===== src/rtl/nib_pkg.sv =====
package nib_pkg;
    typedef enum logic [2:0] {
        ST_IDLE,
        ST_REQ_LO,
        ST_ACK_LO,
        ST_REQ_HI,
        ST_ACK_HI,
        ST_OFFER,
        ST_FIN
    } nib_state_e;

    typedef enum logic [1:0] {
        XS_OK      = 2'd0,
        XS_TIMEOUT = 2'd1,
        XS_IOERR   = 2'd2
    } xfer_status_e;
endpackage


===== src/rtl/nib_wait_timer.sv =====
module nib_wait_timer #(
    parameter int IDLE_TICKS = 2000,
    parameter int RESP_TICKS = 6
) (
    input  logic clk,
    input  logic rst_n,
    input  logic restart_i,
    input  logic tick_i,
    input  logic long_sel_i,
    output logic expired_o
);
    localparam int MAXT = (IDLE_TICKS > RESP_TICKS) ? IDLE_TICKS : RESP_TICKS;
    localparam int TW   = $clog2(MAXT + 1);
    localparam logic [TW-1:0] LONG_LAST  = TW'(IDLE_TICKS - 1);
    localparam logic [TW-1:0] SHORT_LAST = TW'(RESP_TICKS - 1);

    logic [TW-1:0] cnt_q;

    always_ff @(posedge clk or negedge rst_n) begin
        if (!rst_n)         cnt_q <= '0;
        else if (restart_i) cnt_q <= '0;
        else if (tick_i)    cnt_q <= cnt_q + 1'b1;
    end

    assign expired_o = tick_i && (cnt_q == (long_sel_i ? LONG_LAST : SHORT_LAST));
endmodule


===== src/rtl/nib_byte_asm.sv =====
module nib_byte_asm #(
    parameter int NIBBLES = 2
) (
    input  logic                 clk,
    input  logic                 rst_n,
    input  logic [NIBBLES-1:0]   cap_i,
    input  logic [3:0]           nib_i,
    output logic [4*NIBBLES-1:0] byte_o
);
    for (genvar g = 0; g < NIBBLES; g++) begin : g_half
        always_ff @(posedge clk or negedge rst_n) begin
            if (!rst_n)        byte_o[g*4 +: 4] <= '0;
            else if (cap_i[g]) byte_o[g*4 +: 4] <= nib_i;
        end
    end
endmodule


===== src/rtl/nib_xfer_cnt.sv =====
module nib_xfer_cnt #(
    parameter int LEN_W = 16
) (
    input  logic             clk,
    input  logic             rst_n,
    input  logic             load_i,
    input  logic [LEN_W-1:0] len_i,
    input  logic             byte_done_i,
    input  logic             accept_i,
    output logic [LEN_W-1:0] remain_o,
    output logic [LEN_W-1:0] delivered_o,
    output logic             last_o
);
    always_ff @(posedge clk or negedge rst_n) begin
        if (!rst_n) begin
            remain_o    <= '0;
            delivered_o <= '0;
        end else begin
            if (load_i)           remain_o <= len_i;
            else if (byte_done_i) remain_o <= remain_o - 1'b1;
            if (load_i)           delivered_o <= '0;
            else if (accept_i)    delivered_o <= delivered_o + 1'b1;
        end
    end

    assign last_o = (remain_o == '0);
endmodule


===== src/rtl/nibble_rev_rx.sv =====
module nibble_rev_rx
    import nib_pkg::*;
#(
    parameter int LEN_W      = 16,
    parameter int IDLE_TICKS = 2000,
    parameter int RESP_TICKS = 6
) (
    input  logic             clk,
    input  logic             rst_n,
    input  logic             tick_i,
    input  logic             start_i,
    input  logic [LEN_W-1:0] len_i,
    input  logic             nack_n_i,
    input  logic             nfault_n_i,
    input  logic             select_i,
    input  logic             perror_i,
    input  logic             busy_i,
    output logic             autofd_n_o,
    output logic             selin_n_o,
    output logic             strobe_n_o,
    output logic [7:0]       data_o,
    output logic             valid_o,
    input  logic             ready_i,
    output logic [LEN_W-1:0] remain_o,
    output logic             done_o,
    output logic [1:0]       status_o,
    output logic [LEN_W-1:0] count_o
);
    nib_state_e   state_q, state_d;
    xfer_status_e stat_q, stat_d;
    logic         expired, last;
    logic [1:0]   cap;
    logic [3:0]   nib;

    // state register and result register
    always_ff @(posedge clk or negedge rst_n) begin
        if (!rst_n) begin
            state_q <= ST_IDLE;
            stat_q  <= XS_OK;
        end else begin
            state_q <= state_d;
            stat_q  <= stat_d;
        end
    end

    // transitions
    always_comb begin
        state_d = state_q;
        stat_d  = stat_q;
        unique case (state_q)
            ST_IDLE: if (start_i) begin
                stat_d  = XS_OK;
                state_d = (len_i == '0) ? ST_FIN : ST_REQ_LO;
            end
            ST_REQ_LO: begin
                if (!nack_n_i)    state_d = ST_ACK_LO;
                else if (expired) begin state_d = ST_FIN; stat_d = XS_TIMEOUT; end
            end
            ST_ACK_LO: begin
                if (nack_n_i)     state_d = ST_REQ_HI;
                else if (expired) begin state_d = ST_FIN; stat_d = XS_TIMEOUT; end
            end
            ST_REQ_HI: begin
                if (!nack_n_i)    state_d = ST_ACK_HI;
                else if (expired) begin state_d = ST_FIN; stat_d = XS_TIMEOUT; end
            end
            ST_ACK_HI: begin
                if (nack_n_i)     state_d = ST_OFFER;
                else if (expired) begin state_d = ST_FIN; stat_d = XS_IOERR; end
            end
            ST_OFFER: if (ready_i) state_d = last ? ST_FIN : ST_REQ_LO;
            ST_FIN:   state_d = ST_IDLE;
            default:  state_d = ST_IDLE;
        endcase
    end

    // outputs
    always_comb begin
        autofd_n_o = !((state_q == ST_REQ_LO) || (state_q == ST_REQ_HI));
        selin_n_o  = 1'b1;
        strobe_n_o = 1'b1;
        valid_o    = (state_q == ST_OFFER);
        done_o     = (state_q == ST_FIN);
        status_o   = stat_q;
    end

    assign nib    = {busy_i, perror_i, select_i, nfault_n_i};
    assign cap[0] = (state_q == ST_REQ_LO) && !nack_n_i;
    assign cap[1] = (state_q == ST_REQ_HI) && !nack_n_i;

    nib_wait_timer #(.IDLE_TICKS(IDLE_TICKS), .RESP_TICKS(RESP_TICKS)) timer_i (
        .clk        (clk),
        .rst_n      (rst_n),
        .restart_i  (state_d != state_q),
        .tick_i     (tick_i),
        .long_sel_i (state_q == ST_REQ_LO),
        .expired_o  (expired)
    );

    nib_byte_asm #(.NIBBLES(2)) asm_i (
        .clk    (clk),
        .rst_n  (rst_n),
        .cap_i  (cap),
        .nib_i  (nib),
        .byte_o (data_o)
    );

    nib_xfer_cnt #(.LEN_W(LEN_W)) cnt_i (
        .clk         (clk),
        .rst_n       (rst_n),
        .load_i      ((state_q == ST_IDLE) && start_i),
        .len_i       (len_i),
        .byte_done_i ((state_q == ST_ACK_HI) && nack_n_i),
        .accept_i    (valid_o && ready_i),
        .remain_o    (remain_o),
        .delivered_o (count_o),
        .last_o      (last)
    );
endmodule


===== config.mk =====
export PLATFORM = sky130hd
export DESIGN_NAME = nibble_rev_rx
export DESIGN_NICKNAME = d
export VERILOG_FILES = /design/src/rtl/nib_pkg.sv /design/src/rtl/nib_wait_timer.sv /design/src/rtl/nib_byte_asm.sv /design/src/rtl/nib_xfer_cnt.sv /design/src/rtl/nibble_rev_rx.sv
export SDC_FILE = /design/constraint.sdc
export NUM_CORES = 1
export LEC_CHECK = 0
export BUFFER_PORTS_ARGS = -buffer_cell sky130_fd_sc_hd__buf_2
export CORE_MARGIN = 3
export CORE_UTILIZATION = 48
export DETAILED_ROUTE_END_ITERATION = 10
export PLACE_DENSITY = 0.76
export SLEW_MARGIN = 20
export SYNTH_ARGS = -nofsm -noshare
export SYNTH_HDL_FRONTEND = slang
export SYNTH_HIERARCHICAL = 1
export SYNTH_SLANG_ARGS = --single-unit

===== constraint.sdc =====
create_clock -name clk -period 2.65 [get_ports clk]
set_input_delay 0.53 -clock clk [delete_from_list [all_inputs] [get_ports clk]]
set_output_delay 0.53 -clock clk [all_outputs]
set_load 0.02 [all_outputs]

# After elaboration in Yosys (flattened, before gate mapping)
# Index checks and enable logic that the tools add are counted.
op_classes:
  addsub: 3
  multipliers: 0
  div_mod_pow: 0
  n_lt_le_gt_ge: 0
  n_eq_ne: 13
  n_shift: 0
  muxes: 24
  bitwise: 0
  n_reduce_logical: 18
ops:
  columns: ["op", "n"]
  rows:
  - ["$mux W16", 4]
  - ["$mux W11", 3]
  - ["$logic_not A16 Y1", 2]
  - ["$mux W3", 9]
  - ["$pmux W3 S6", 1]
  - ["$add A16 B1 Y16 const B", 1]
  - ["$sub A16 B1 Y16 const B", 1]
  - ["$mux W2", 6]
  - ["$add A11 B1 Y11 const B", 1]
  - ["$eq A11 B11 Y1", 1]
  - ["$eq A3 B3 Y1 const B", 3]
  - ["$ne A2 B2 Y1 const B", 4]
  - ["$pmux W2 S4", 1]
  - ["$eq A3 B2 Y1 const B", 2]
  - ["$logic_and A1 B1 Y1", 6]
  - ["$reduce_and A6 Y1", 1]
  - ["$reduce_bool A2 Y1", 3]
  - ["$reduce_bool A4 Y1", 1]
  - ["$eq A3 B1 Y1 const B", 1]
  - ["$logic_not A3 Y1", 1]
  - ["$ne A3 B3 Y1", 1]
  - ["$logic_not A1 Y1", 2]
  - ["$ne A2 B1 Y1 const B", 1]
  - ["$reduce_or A2 Y1", 1]
  - ["$logic_or A1 B1 Y1", 1]
word_totals:
  reg_bits: 56
  latchBits: 0
  ramBits: 0
  rom_bits: 0
  elab_cells: 65
  mem_count: 0

# Longest topological paths before layout
# Gate-level depths: netlist (run 1).
depth:
  word_depth: 9
  mapped_depth: 15
  mapped_depth_nobuf: 13

# By module
# Netlist (run 1), hierarchy kept.
by_module_without_submodules:
  columns: ["mod", "n_inst", "cells_per_inst", "area_each_um2", "seq_area_each_um2"]
  rows:
  - ["nib_xfer_cnt", 1, 178, 1670.4, 800.8]
  - ["nib_wait_timer", 1, 61, 589.3, 275.3]
  - ["nibble_rev_rx", 1, 69, 505.5, 125.1]
  - ["nib_byte_asm", 1, 16, 290.3, 200.2]

# Worst setup path after synthesis (run 1)
# OpenSTA, ideal clock, no wires.
synth_path:
  path_type: "reg2reg"
  start: "register state_q[2]"
  end: "register timer_i.cnt_q[9]"
  arrival_ps: 3014
  required_time_ps: 2572
  path_slack_ps: -441
  path_stages_with_launch: 16
  path_buffers: 2
  synth_period_minus_slack_ps: 3091
  cell_sequence: "dfrtp_1 buf_6 inv_1 nand2_1 nor2_1 nand4_1 or2_2 a21oi_1 clkbuf_1 nor2b_1 o211ai_1 a21oi_1 o221ai_2 o2111ai_2 or4_1 a21oi_1"
synth_via:
  elab_chain_len: 9
  elab_cells_between_ends: 20
synth_lines:
  columns: ["element", "line", "source"]
  rows:
  - ["start, declared", "nibble_rev_rx.sv:29", "nib_state_e state_q, state_d;"]
  - ["start signal, assigned", "nibble_rev_rx.sv:41", "state_q <= state_d;"]
  - ["$eq A3 B1 Y1 *", "nibble_rev_rx.sv:96", ".long_sel_i (state_q == ST_REQ_LO),"]
  - ["$mux W11 *", "nib_wait_timer.sv:25", "assign expired_o = tick_i && (cnt_q == (long_sel_i ? LONG_LAST : SHORT_LAST));"]
  - ["$eq A11 B11 Y1 *", "nib_wait_timer.sv:25", null]
  - ["$logic_and A1 B1 Y1 *", "nib_wait_timer.sv:25", null]
  - ["net expired", "nibble_rev_rx.sv:31", "logic expired, last;"]
  - ["$mux W3 *", null, null]
  - ["$mux W3, on equally long branches", null, null]
  - ["$pmux W3 S6 *", "nibble_rev_rx.sv:50", "unique case (state_q)"]
  - ["$ne A3 B3 Y1 *", "nibble_rev_rx.sv:94", ".restart_i (state_d != state_q),"]
  - ["$mux W11 / $reduce_bool A2 Y1 (equally long branches)", null, null]
  - ["end signal, assigned", "nib_wait_timer.sv:22", "else if (tick_i) cnt_q <= cnt_q + 1'b1;"]
  - ["end, declared", "nib_wait_timer.sv:17", "logic [TW-1:0] cnt_q;"]
# Mark *: on every way through the listed nets, which the timed path passes. The rest lies on a longest branch.
# A chain may end at the register's enable or synchronous reset.

# Worst setup path after layout (run 1)
layout_path:
  start: "register cnt_i.remain_o[4]"
  end: "register timer_i.cnt_q[5]"
layout_via:
  elab_chain_len: 6
  elab_cells_between_ends: 7
layout_lines:
  columns: ["element", "line", "source"]
  rows:
  - ["start, declared", "nib_xfer_cnt.sv:10", "output logic [LEN_W-1:0] remain_o,"]
  - ["start signal, assigned", "nib_xfer_cnt.sv:19", "if (load_i) remain_o <= len_i;"]
  - ["start signal, assigned", "nib_xfer_cnt.sv:20", "else if (byte_done_i) remain_o <= remain_o - 1'b1;"]
  - ["$logic_not A16 Y1 *", "nib_xfer_cnt.sv:26", "assign last_o = (remain_o == '0);"]
  - ["net last", "nibble_rev_rx.sv:31", null]
  - ["$mux W3 * (2 in a row)", "nibble_rev_rx.sv:71", "ST_OFFER: if (ready_i) state_d = last ? ST_FIN : ST_REQ_LO;"]
  - ["$pmux W3 S6 *", "nibble_rev_rx.sv:50", null]
  - ["$ne A3 B3 Y1 *", "nibble_rev_rx.sv:94", null]
  - ["$mux W11 / $reduce_bool A2 Y1 (equally long branches)", null, null]
# Marked as above.

==> out/results.ini, run 1 <==
[placement]
port_buffers = 70
post-place-ws_ps = -101
place.gp.congestion = 0.835
dp_cells = 485
dpl.hpwl_mm = 5.60

[synthesis]
async_reset_ff_frac = 1.00
syn_area_per_cell_um2 = 9.43
synthCells = 324
synth_top_cell_area_share = 0.459
synth-edff-count = 0
synth_area_leaders = dfrtp_1, xnor2_1, mux2_2
yosysTopAreaCell = dfrtp_1
yosys_warnings = 6
ys_seq_area_frac = 0.459
synth.ff_latch_count = 56
yosys.cell_types.count = 54
synth_area_mm2 = 0.00306
synth_top_flop_cell = dfrtp_1

[floorplan]
die_h_um = 85.8
ios = 73
start_util = 0.507
die-area_mm2 = 0.00736
die_x_um = 85.8
rows = 28
coreArea_mm2 = 0.00603

[setup_path]
cpMostUsedCell = or3_4
crit_path_end_kind = register
r2r-end = timer_i/cnt_q[5]
crit_path_top_delay_cell = dfrtp_2
path_max_fanout = 5
start_kind = register
crit_path_max_incr_delay_ps = 410
critPathRequiredTime_ps = 2890
crit_arrival_ps = 2940
worst-setup-path-type = register to register
crit_path_cell_trace = or3_4 > or3_4 > nor4_4 > and3_1 > or3_4 > a21oi_2 > o221ai_4 > o2111ai_4 > buf_4 > or3_1 > a21oi_2
rr_worst_depth = 11
r2r_slack_ps = -50
r2r-start = cnt_i/remain_o[4]

[timing]
fin_crit_ps = 2700
finClkSkew_ps = 6.13
finalMaxSlewViolations = 0
rsz0062_at_grt = yes
tightest_slew_ps = 607
finalSetupViolations = 4
timing.fmax_ghz = 0.370
fin_crit_sh = 1.02
fin_hold_ws_ps = 218
hold_violations = 0
layout_setup_ws_ps = -51.3
max_slew_margin = 0.595

[routing]
wl_per_cell_um = 14.9
dr.pass1.iters = 4
wl_met1_mm = 3.21
highest_layer = met4
drt_wl_total_mm = 7.45
met3WireLength_um = 517
viasPerCell = 5.56
drcViolationCount = 0
vias = 2785
final_antenna_net_count = 0
routed-wl-met2_mm = 3.59
drt-initial-drc-count = 152

[clock_network]
cts_buffers = 5
cts.sinks = 56
cts_tree = done
h-tree-depth = 2
cts-root-buf = clkbuf_8
path_clk_slew_ps = 100
insertion_delay_ps = 310
cts_buffer_depth = 2

[power]
leakagePower_nw = 1.76
internal_power_mw = 2.08
seq_power_share = 0.351
power_mw = 3.59
switchingPower_mw = 1.51
p_sw_frac = 0.422
power_density_mw_per_mm2 = 916
ir_drop_mv = 0.676
p_clk_frac = 0.134
p_comb_frac = 0.515

[grt]
grtUsageTotal = 0.210
grt_pass1_wl_mm = 12.4
antenna_found_initial = 0
grt_pass1_vias = 2646
overflow = 0
grt_max_degree = 28

[min_path]
hold_class = input port to async pin

[cells_and_area]
syn2layout_area_growth_pct = 28.3
nets = 454
antennaDiodeCount = 0
fin_util = 0.650
finalNonFillerCells = 501
drive_gt1_frac = 0.369

[status]
outcome = finished, violations left
violations = setup timing

[job]
maxCapViolCount = 0

==> flip-flops by register name, indices dropped and copies added (netlist names) <==
name               count
cnt_i/delivered_o     16
status_o               2
timer_i/cnt_q         11
asm_i/byte_o           8
state_q                3
cnt_i/remain_o        16
==> routing by layer <==
metal  up-vias  GRT usage
met5         -          0
met4         0     0.0777
met3        12     0.0500
met2        93      0.340
met1      1325      0.276
li1       1355          -
==> worst max-delay path: cells and delay by family (launching register included) <==
family | cells | cell delay, ps
AO/OA/AOI/OAI | 4 | 510
buffers and inverters | 1 | 170
flip-flops | 1 | 410
AND/OR/NAND/NOR | 6 | 1540
==> per-stage QoR <==
| stage | setup TNS [ps] | area [um^2] |
|---|---|---|
| 3_5_place_dp | -182 | 3700 |
| 2_1_floorplan | -102 | 3110 |
| 4_1_cts | -118 | 3830 |
| 3_3_place_gp | -56.3 | 3700 |
| 6_report | -126 | 3920 |
| 5_1_grt | -734 | 3920 |
==> what timing repair did <==
action,CTS,global route
pin swaps,4,3
setup buffers,2,6
endpoints found under the hold margin,0,0
setup endpoints to repair,3,5
gates resized for setup,3,9
hold buffers,0,0
gates cloned,0,0
==> placed cells by master (no fill, tap or decap), types with 12 or more instances in the layout <==
master and count:
buf_2 70, buf_4 39, dfrtp_1 54, o21ai_0 20, xor2_1 14, nor4_1 12
xnor2_1 15, nand2_1 29, nor2_1 29, nand4_1 14
==> cell usage after synthesis (all sizes together) (2+ instances only) <==
library cell  instances
or4                   3
nor2                 30
nor3                 11
nand4                14
inv                   9
or2                   2
and3                  3
o31ai                 3
nand2b                5
nor2b                 4
or3                   8
a21oi                15
mux2i                 2
mux2                 11
or4b                  2
nand3                10
o221ai                2
nor4b                 2
ha                    3
o31a                  2
nand2                30
o21ai                22
clkbuf                9
buf                   8
xor2                 14
dfrtp                56
nor4                 14
xnor2                15
==> worst max path at each step <==
stage                 startpoint          endpoint  slack (ps)  cells past startpoint
2_1_floorplan  cnt_i/remain_o[4]  timer_i/cnt_q[9]         -90                     10
3_3_place_gp   cnt_i/remain_o[4]  timer_i/cnt_q[9]         -50                     10
3_5_place_dp   cnt_i/remain_o[4]  timer_i/cnt_q[9]        -100                     10
4_1_cts        cnt_i/remain_o[4]  timer_i/cnt_q[3]         -50                     11
5_1_grt        cnt_i/remain_o[4]  timer_i/cnt_q[7]        -210                     11
6_report       cnt_i/remain_o[4]  timer_i/cnt_q[5]         -50                     11
==> cells by family after synthesis <==
kind of cell,Yosys count,synth area share
and+or+nand+nor,143,0.250
DFF,56,0.459
AOI/OAI and AO/OA,53,0.107
xor gates and xnor gates,29,0.0831
buffers and inverters,26,0.0401
muxes,13,0.0471
adders and majority gates,3,0.0123
other,1,0.00123
==> area by class of cell <==
class	count	area, um^2
fill	500	2110
multi-input combinational	243	1640
sequential	56	1400
timing repair buffer	110	654
tap	75	93.8
clock buffer	6	82.6
inverter	9	36.3
clock inverter	2	10.0
==> power by group through the flow <==
stage | sequential [mW] | combinational, mW | clock, mW
4_1_cts | 1.25 | 1.80 | 0.500
6_report | 1.26 | 1.85 | 0.482
3_3_place_gp | 1.25 | 1.71 | 0
2_1_floorplan | 1.51 | 0.844 | 0
5_1_grt | 1.29 | 2.01 | 0.535
3_5_place_dp | 1.27 | 1.75 | 0
(Power assumes the default switching activity.)
==> inputs of run 2 (changes only) <==
==> constraint.sdc (replaced) <==
create_clock -name clk -period 2.65 [get_ports clk]
set_input_delay 0.3975 -clock clk [delete_from_list [all_inputs] [get_ports clk]]
set_output_delay 0.3975 -clock clk [all_outputs]
set_load 0.02 [all_outputs]
==> run 2 against run 1 <==
  * The flow still finishes with violations (setup timing)
  * Final cell count up 0.80%
  * Critical path depth down 1
  * Fmax down 1.7%
  * Critical endpoint is now timer_i/cnt_q[9]
  * Sequential cell count unchanged
  * Sequential power about the same
  * Wire length up 3.5%
  * Total power up 2.6%
  * Hold slack worse by 120 ps
  * Combinational power about the same
==> out/results.ini, run 2 (synthesis results as in run 1) <==
[clock_network]
cts_buffers = 5  ; unchanged
cts.sinks = 56  ; unchanged
h-tree-depth = 2  ; unchanged
path_clk_slew_ps = 110  ; was 100 ps
hold_buffers = 0  ; unchanged
cts_buffer_depth = 2  ; unchanged
cts_tree = done  ; unchanged
cts-root-buf = clkbuf_8  ; unchanged
insertion_delay_ps = 320  ; was 310 ps

[job]
maxCapViolCount = 0  ; unchanged

[placement]
dp_cells = 484  ; was 485
dpl-instance-area_mm2 = 0.00369  ; was 0.00370 mm^2
place.gp.congestion = 0.836  ; was 0.835
dpl.hpwl_mm = 5.50  ; was 5.60 mm
port_buffers = 70  ; unchanged

[cells_and_area]
largest_registers = cnt_i/delivered_o (16), cnt_i/remain_o (16), timer_i/cnt_q (11)  ; unchanged
mostFrequentLayoutCells = buf_2, dfrtp_1, buf_4  ; unchanged
finalNonFillerCells = 505  ; was 501
fillCellCount = 496  ; was 500
syn2layout_area_growth_pct = 29.4  ; was 28.3%
multi_input_area_mm2 = 0.00162  ; was 0.00164 mm^2
final_area_mm2 = 0.00396  ; was 0.00392 mm^2
nets = 458  ; was 454
fin_util = 0.656  ; was 0.650
final_common_cell = buf_2  ; unchanged
drive_gt1_frac = 0.367  ; was 0.369
antennaDiodeCount = 0  ; unchanged
regArea_mm2 = 0.00140  ; unchanged

[setup_path]
critPathRequiredTime_ps = 2890  ; about the same
cpMostUsedCell = or3_4  ; unchanged
r2r-start = cnt_i/remain_o[4]  ; unchanged
path_max_fanout = 5  ; unchanged
crit_arrival_ps = 2990  ; was 2940 ps
start_kind = register  ; unchanged
r2r_slack_ps = -100  ; was -50 ps
crit_path_max_incr_delay_ps = 430  ; was 410 ps
crit_path_end_kind = register  ; unchanged
worst-setup-path-type = register to register  ; unchanged
crit_path_top_delay_cell = or4_1  ; was dfrtp_2
crit_path_cell_trace = or3_1 > or3_4 > nor4_4 > and3_4 > or3_4 > a21oi_2 > o221ai_4 > o2111ai_4 > or4_1 > a21oi_1  ; was or3_4 > or3_4 > nor4_4 > and3_1 > or3_4 > a21oi_2 > o221ai_4 > o2111ai_4 > buf_4 > or3_1 > a21oi_2
startpoint = cnt_i/remain_o[4]  ; unchanged

[timing]
tightest_slew_ps = 642  ; was 607 ps
hold_violations = 0  ; unchanged
timing.fmax_ghz = 0.364  ; was 0.370 GHz
finClkSkew_ps = 9.46  ; was 6.13 ps
fin_crit_ps = 2750  ; was 2700 ps
fin_crit_sh = 1.04  ; was 1.02
max_slew_margin = 0.572  ; was 0.595
rsz0062_at_grt = yes  ; unchanged
fin_setup_tns_ps = -269  ; was -126 ps
layout_setup_ws_ps = -98.4  ; was -51.3 ps
finalMaxSlewViolations = 0  ; unchanged
finalSetupViolations = 4  ; unchanged

[routing]
drt-initial-drc-count = 185  ; was 152
drt_wl_total_mm = 7.71  ; was 7.45 mm
final_antenna_net_count = 0  ; unchanged
drcViolationCount = 0  ; unchanged
dr.pass1.iters = 4  ; unchanged
viasPerCell = 5.52  ; was 5.56
vias = 2788  ; was 2,785
wl_per_cell_um = 15.3  ; was 14.9 um

[power]
power_density_mw_per_mm2 = 931  ; was 916 mW/mm^2
p_sw_frac = 0.416  ; was 0.422
ir_drop_mv = 0.661  ; was 0.676 mV
leakagePower_nw = 1.79  ; was 1.76 nW
seq_power_share = 0.342  ; was 0.351
internal_power_mw = 2.15  ; was 2.08 mW
switchingPower_mw = 1.53  ; was 1.51 mW
p_comb_frac = 0.499  ; was 0.515
p_clk_frac = 0.159  ; was 0.134
power_mw = 3.68  ; was 3.59 mW

[floorplan]
die_x_um = 85.8  ; unchanged
die_h_um = 85.8  ; unchanged
die-area_mm2 = 0.00736  ; unchanged
rows = 28  ; unchanged
ios = 73  ; unchanged
start_util = 0.507  ; unchanged
coreArea_mm2 = 0.00603  ; unchanged

[min_path]
hold_class = input port to async pin  ; unchanged

[status]
outcome = finished, violations left  ; unchanged
violations = setup timing  ; unchanged

[grt]
grt_pass1_vias = 2715  ; was 2,646
grtUsageTotal = 0.217  ; was 0.210
antenna_found_initial = 0  ; unchanged
grt_max_degree = 30  ; was 28
overflow = 0  ; unchanged
grt_pass1_wl_mm = 12.8  ; was 12.4 mm

## run 2: worst paths after layout
kind                                endpoint  cells after the start
min                          asm_i/byte_o[4]                      1
max                         timer_i/cnt_q[9]                     10
min reg2reg                  asm_i/byte_o[3]                      1
max in group asynchronous  cnt_i/remain_o[5]                      2
max reg2reg                 timer_i/cnt_q[9]                     10
min in group clk           cnt_i/remain_o[9]                      3
## run 2: cell type report
type	instances	share of cell area
Multi-Input combinational cell	243	0.410
Sequential cell	56	0.355
Timing Repair Buffer	114	0.173
Tap cell	75	0.0237
Clock buffer	5	0.0174
Clock inverter	3	0.0120
Inverter	9	0.00917
## run 2: metrics by stage
stage	hold WS, ps	setup slack, ps
2_1_floorplan	102	-87.1
3_3_place_gp	454	-26.1
3_5_place_dp	463	-73.1
4_1_cts	109	-49.0
5_1_grt	148	-174
6_report	93.6	-98.4
## run 2: critical path: cells and delay by family, from the launching register on
kind,cells,cell delay (ps)
flip-flops,1,410
AO/OA/AOI/OAI,4,560
AND/OR/NAND/NOR,6,1690
## run 2: timing repair
action,in CTS,in global routing
buffers inserted,14,3
setup endpoints to repair,4,11
gates resized for setup,5,4
pin swaps,4,2
## run 2: power by group through the flow
| stage | combinational [mW] | clock (mW) | sequential [mW] |
|---|---|---|---|
| 2_1_floorplan | 0.844 | 0 | 1.51 |
| 3_3_place_gp | 1.72 | 0 | 1.25 |
| 3_5_place_dp | 1.76 | 0 | 1.26 |
| 4_1_cts | 1.82 | 0.597 | 1.25 |
| 5_1_grt | 1.99 | 0.624 | 1.29 |
| 6_report | 1.84 | 0.585 | 1.26 |
## run 2: per-layer routing
| layer | wire length [um] | track usage | up-vias |
|---|---|---|---|
| met5 | 0 | 0 | - |
| met4 | 121 | 0.0878 | 0 |
| met3 | 449 | 0.0500 | 15 |
| met2 | 3730 | 0.345 | 89 |
| met1 | 3410 | 0.288 | 1328 |
| li1 | - | - | 1356 |
==> inputs of run 3 (changes only) <==
--- a/config.mk
+++ b/config.mk
@@ -6,10 +6,12 @@
 export NUM_CORES = 1
 export LEC_CHECK = 0
 export BUFFER_PORTS_ARGS = -buffer_cell sky130_fd_sc_hd__buf_2
+export CELL_PAD_IN_SITES_DETAIL_PLACEMENT = 0
+export CELL_PAD_IN_SITES_GLOBAL_PLACEMENT = 2
 export CORE_MARGIN = 3
-export CORE_UTILIZATION = 48
+export CORE_UTILIZATION = 29
 export DETAILED_ROUTE_END_ITERATION = 10
-export PLACE_DENSITY = 0.76
+export PLACE_DENSITY_LB_ADDON = 0.1
 export SLEW_MARGIN = 20
 export SYNTH_ARGS = -nofsm -noshare
 export SYNTH_HDL_FRONTEND = slang
==> run 3 against run 2 <==
  * The run still ends with setup timing left
  * Cell area rose by 5.1%
  * Core utilization fell by 24 points
  * Combinational power rose by 5%
  * Via count rose by 0.36%
  * Largest cell class unchanged
  * Largest power group unchanged
==> out/results.ini, run 3 (synthesis results as in run 1) <==
[power]
ir_drop_mv = 0.496  ; was 0.661 mV
power_density_mw_per_mm2 = 922  ; was 931 mW/mm^2
leakagePower_nw = 1.87  ; was 1.79 nW
power_mw = 3.83  ; was 3.68 mW

[min_path]
whs_endpoint = cnt_i/remain_o[10]
min_from = len_i[10]
worstHoldPathCells = 3
hold_class = input port to register  ; was input port to async pin

[grt]
grtUsageTotal = 0.148  ; was 0.217
grt_pass1_wl_mm = 13.9  ; was 12.8 mm
grt_max_degree = 30  ; unchanged
antenna_found_initial = 0  ; unchanged
overflow = 0  ; unchanged
grt_pass1_vias = 2784  ; was 2,715

[status]
outcome = finished, violations left  ; unchanged
violations = setup timing  ; unchanged

[routing]
highest_layer = met4  ; unchanged
drt_wl_total_mm = 8.42  ; was 7.71 mm
final_antenna_net_count = 0  ; unchanged
viasPerCell = 4.87  ; was 5.52
drt-initial-drc-count = 73  ; was 185
wl_met1_mm = 3.94  ; was 3.41 mm
wl_per_cell_um = 14.6  ; was 15.3 um
met3WireLength_um = 442  ; was 449 um
routed-wl-met2_mm = 3.97  ; was 3.73 mm
dr.pass1.iters = 4  ; unchanged
drcViolationCount = 0  ; unchanged
vias = 2798  ; was 2,788

[cells_and_area]
syn2layout_area_growth_pct = 36.0  ; was 29.4%
largest_registers = cnt_i/delivered_o (16), cnt_i/remain_o (16), timer_i/cnt_q (11)  ; unchanged
antennaDiodeCount = 0  ; unchanged
nets = 471  ; was 458
drive_gt1_frac = 0.385  ; was 0.367
mostFrequentLayoutCells = buf_2, dfrtp_1, buf_4  ; unchanged
final_common_cell = buf_2  ; unchanged
fillCellCount = 1055  ; was 496
final_area_mm2 = 0.00416  ; was 0.00396 mm^2

[clock_network]
h-tree-depth = 2  ; unchanged
cts_buffers = 5  ; unchanged
path_clk_slew_ps = 110  ; about the same
cts_buffer_depth = 2  ; unchanged
cts_tree = done  ; unchanged
insertion_delay_ps = 310  ; was 320 ps
cts-root-buf = clkbuf_8  ; unchanged
cts.sinks = 56  ; unchanged

[setup_path]
worst-setup-path-type = register to register  ; unchanged
critPathRequiredTime_ps = 2890  ; about the same
r2r_slack_ps = -110  ; was -100 ps
path_max_fanout = 7  ; was 5
r2r-end = timer_i/cnt_q[9]  ; unchanged
start_kind = register  ; unchanged
r2r-start = cnt_i/remain_o[4]  ; unchanged
crit_path_end_kind = register  ; unchanged
rr_worst_depth = 10  ; unchanged
crit_arrival_ps = 3000  ; was 2990 ps

[floorplan]
ios = 73  ; unchanged
coreArea_mm2 = 0.0100  ; was 0.00603 mm^2
start_util = 0.306  ; was 0.507
die_x_um = 109  ; was 85.8 um
die-area_mm2 = 0.0118  ; was 0.00736 mm^2
die_h_um = 109  ; was 85.8 um
rows = 36  ; was 28

[job]
maxCapViolCount = 0  ; unchanged

[timing]
fin_crit_sh = 1.04  ; about the same
finalMaxSlewViolations = 0  ; unchanged
hold_violations = 0  ; unchanged
max_slew_margin = 0.573  ; was 0.572
fin_setup_tns_ps = -229  ; was -269 ps
rsz0062_at_grt = yes  ; unchanged
layout_setup_ws_ps = -113  ; was -98.4 ps
finClkSkew_ps = 8.46  ; was 9.46 ps
finalSetupViolations = 4  ; unchanged
tightest_slew_ps = 636  ; was 642 ps
fin_crit_ps = 2760  ; was 2750 ps
timing.fmax_ghz = 0.362  ; was 0.364 GHz

[placement]
dpl.hpwl_mm = 6.22  ; was 5.50 mm
dpl-instance-area_mm2 = 0.00384  ; was 0.00369 mm^2
place.gp.congestion = 0.784  ; was 0.836
port_buffers = 70  ; unchanged

-- run 3: changes by cell type in the layout (fill, tap and decap cells not counted), moves of 2 or more --
cell | before | now
clkinv_4 | 2 | 0
o21ai_1 | 3 | 1
buf_4 | 43 | 54
o21ai_0 | 19 | 21
-- run 3: metal layers --
metal,vias to the layer above,GRT usage
li1,1393,-
met1,1339,0.202
met2,59,0.243
met3,7,0.0308
met4,0,0.0280
met5,-,0
-- run 3: worst max-delay path by stage --
stage | depth (start not counted) | end | start
global route | 10 | timer_i/cnt_q[9] | cnt_i/remain_o[4]
detailed placement | 10 | timer_i/cnt_q[9] | cnt_i/remain_o[4]
floorplan | 10 | timer_i/cnt_q[9] | cnt_i/remain_o[4]
finish | 10 | timer_i/cnt_q[9] | cnt_i/remain_o[4]
global placement | 11 | timer_i/cnt_q[3] | cnt_i/remain_o[4]
CTS | 10 | timer_i/cnt_q[9] | cnt_i/remain_o[4]
-- run 3: area by class of cell --
class / count / area, um^2 / area share
multi-input combinational: 243 / 1620 / 0.391
sequential: 56 / 1400 / 0.338
inverter: 9 / 36.3 / 0.00873
tap: 133 / 166 / 0.0400
clock inverter: 2 / 60.1 / 0.0145
timing repair buffer: 127 / 797 / 0.192
clock buffer: 5 / 68.8 / 0.0166
-- run 3: report_power, final --
| group | internal, mW | switching, mW | leakage [nW] |
|---|---|---|---|
| registers | 1.08 | 0.167 | 0.730 |
| clock network | 0.372 | 0.286 | 0.0642 |
| logic | 0.849 | 1.08 | 1.07 |
-- run 3: stage by stage --
stage / hold WS, ps / util / instances / worst slack, ps
after floorplan: 102 / - / 325 / -87.1
after global placement: 300 / 0.384 / 551 / -115
after detailed placement: 300 / 0.384 / 551 / -214
after CTS: 299 / 0.413 / 574 / -87.7
after global routing: 308 / 0.416 / 575 / -212
final: 308 / 0.416 / 575 / -113
-- run 3: what timing repair did --
item	4_1_cts	5_1_grt
pin swaps	5	3
hold endpoints to repair	10	0
setup endpoints to repair	4	5
buffers inserted	15	4
cloned	0	0
resized for setup	5	3
hold buffers	1	0
-- run 3: critical path: stages, from the launching register on --
cell and delay, ps:
dfrtp_2 410, or3_4 390, or3_4 360, nor4_4 170, and3_1 220, or3_4 150, a21oi_2 60, o221ai_4 180
o2111ai_4 180, or4_1 430, a21oi_1 150
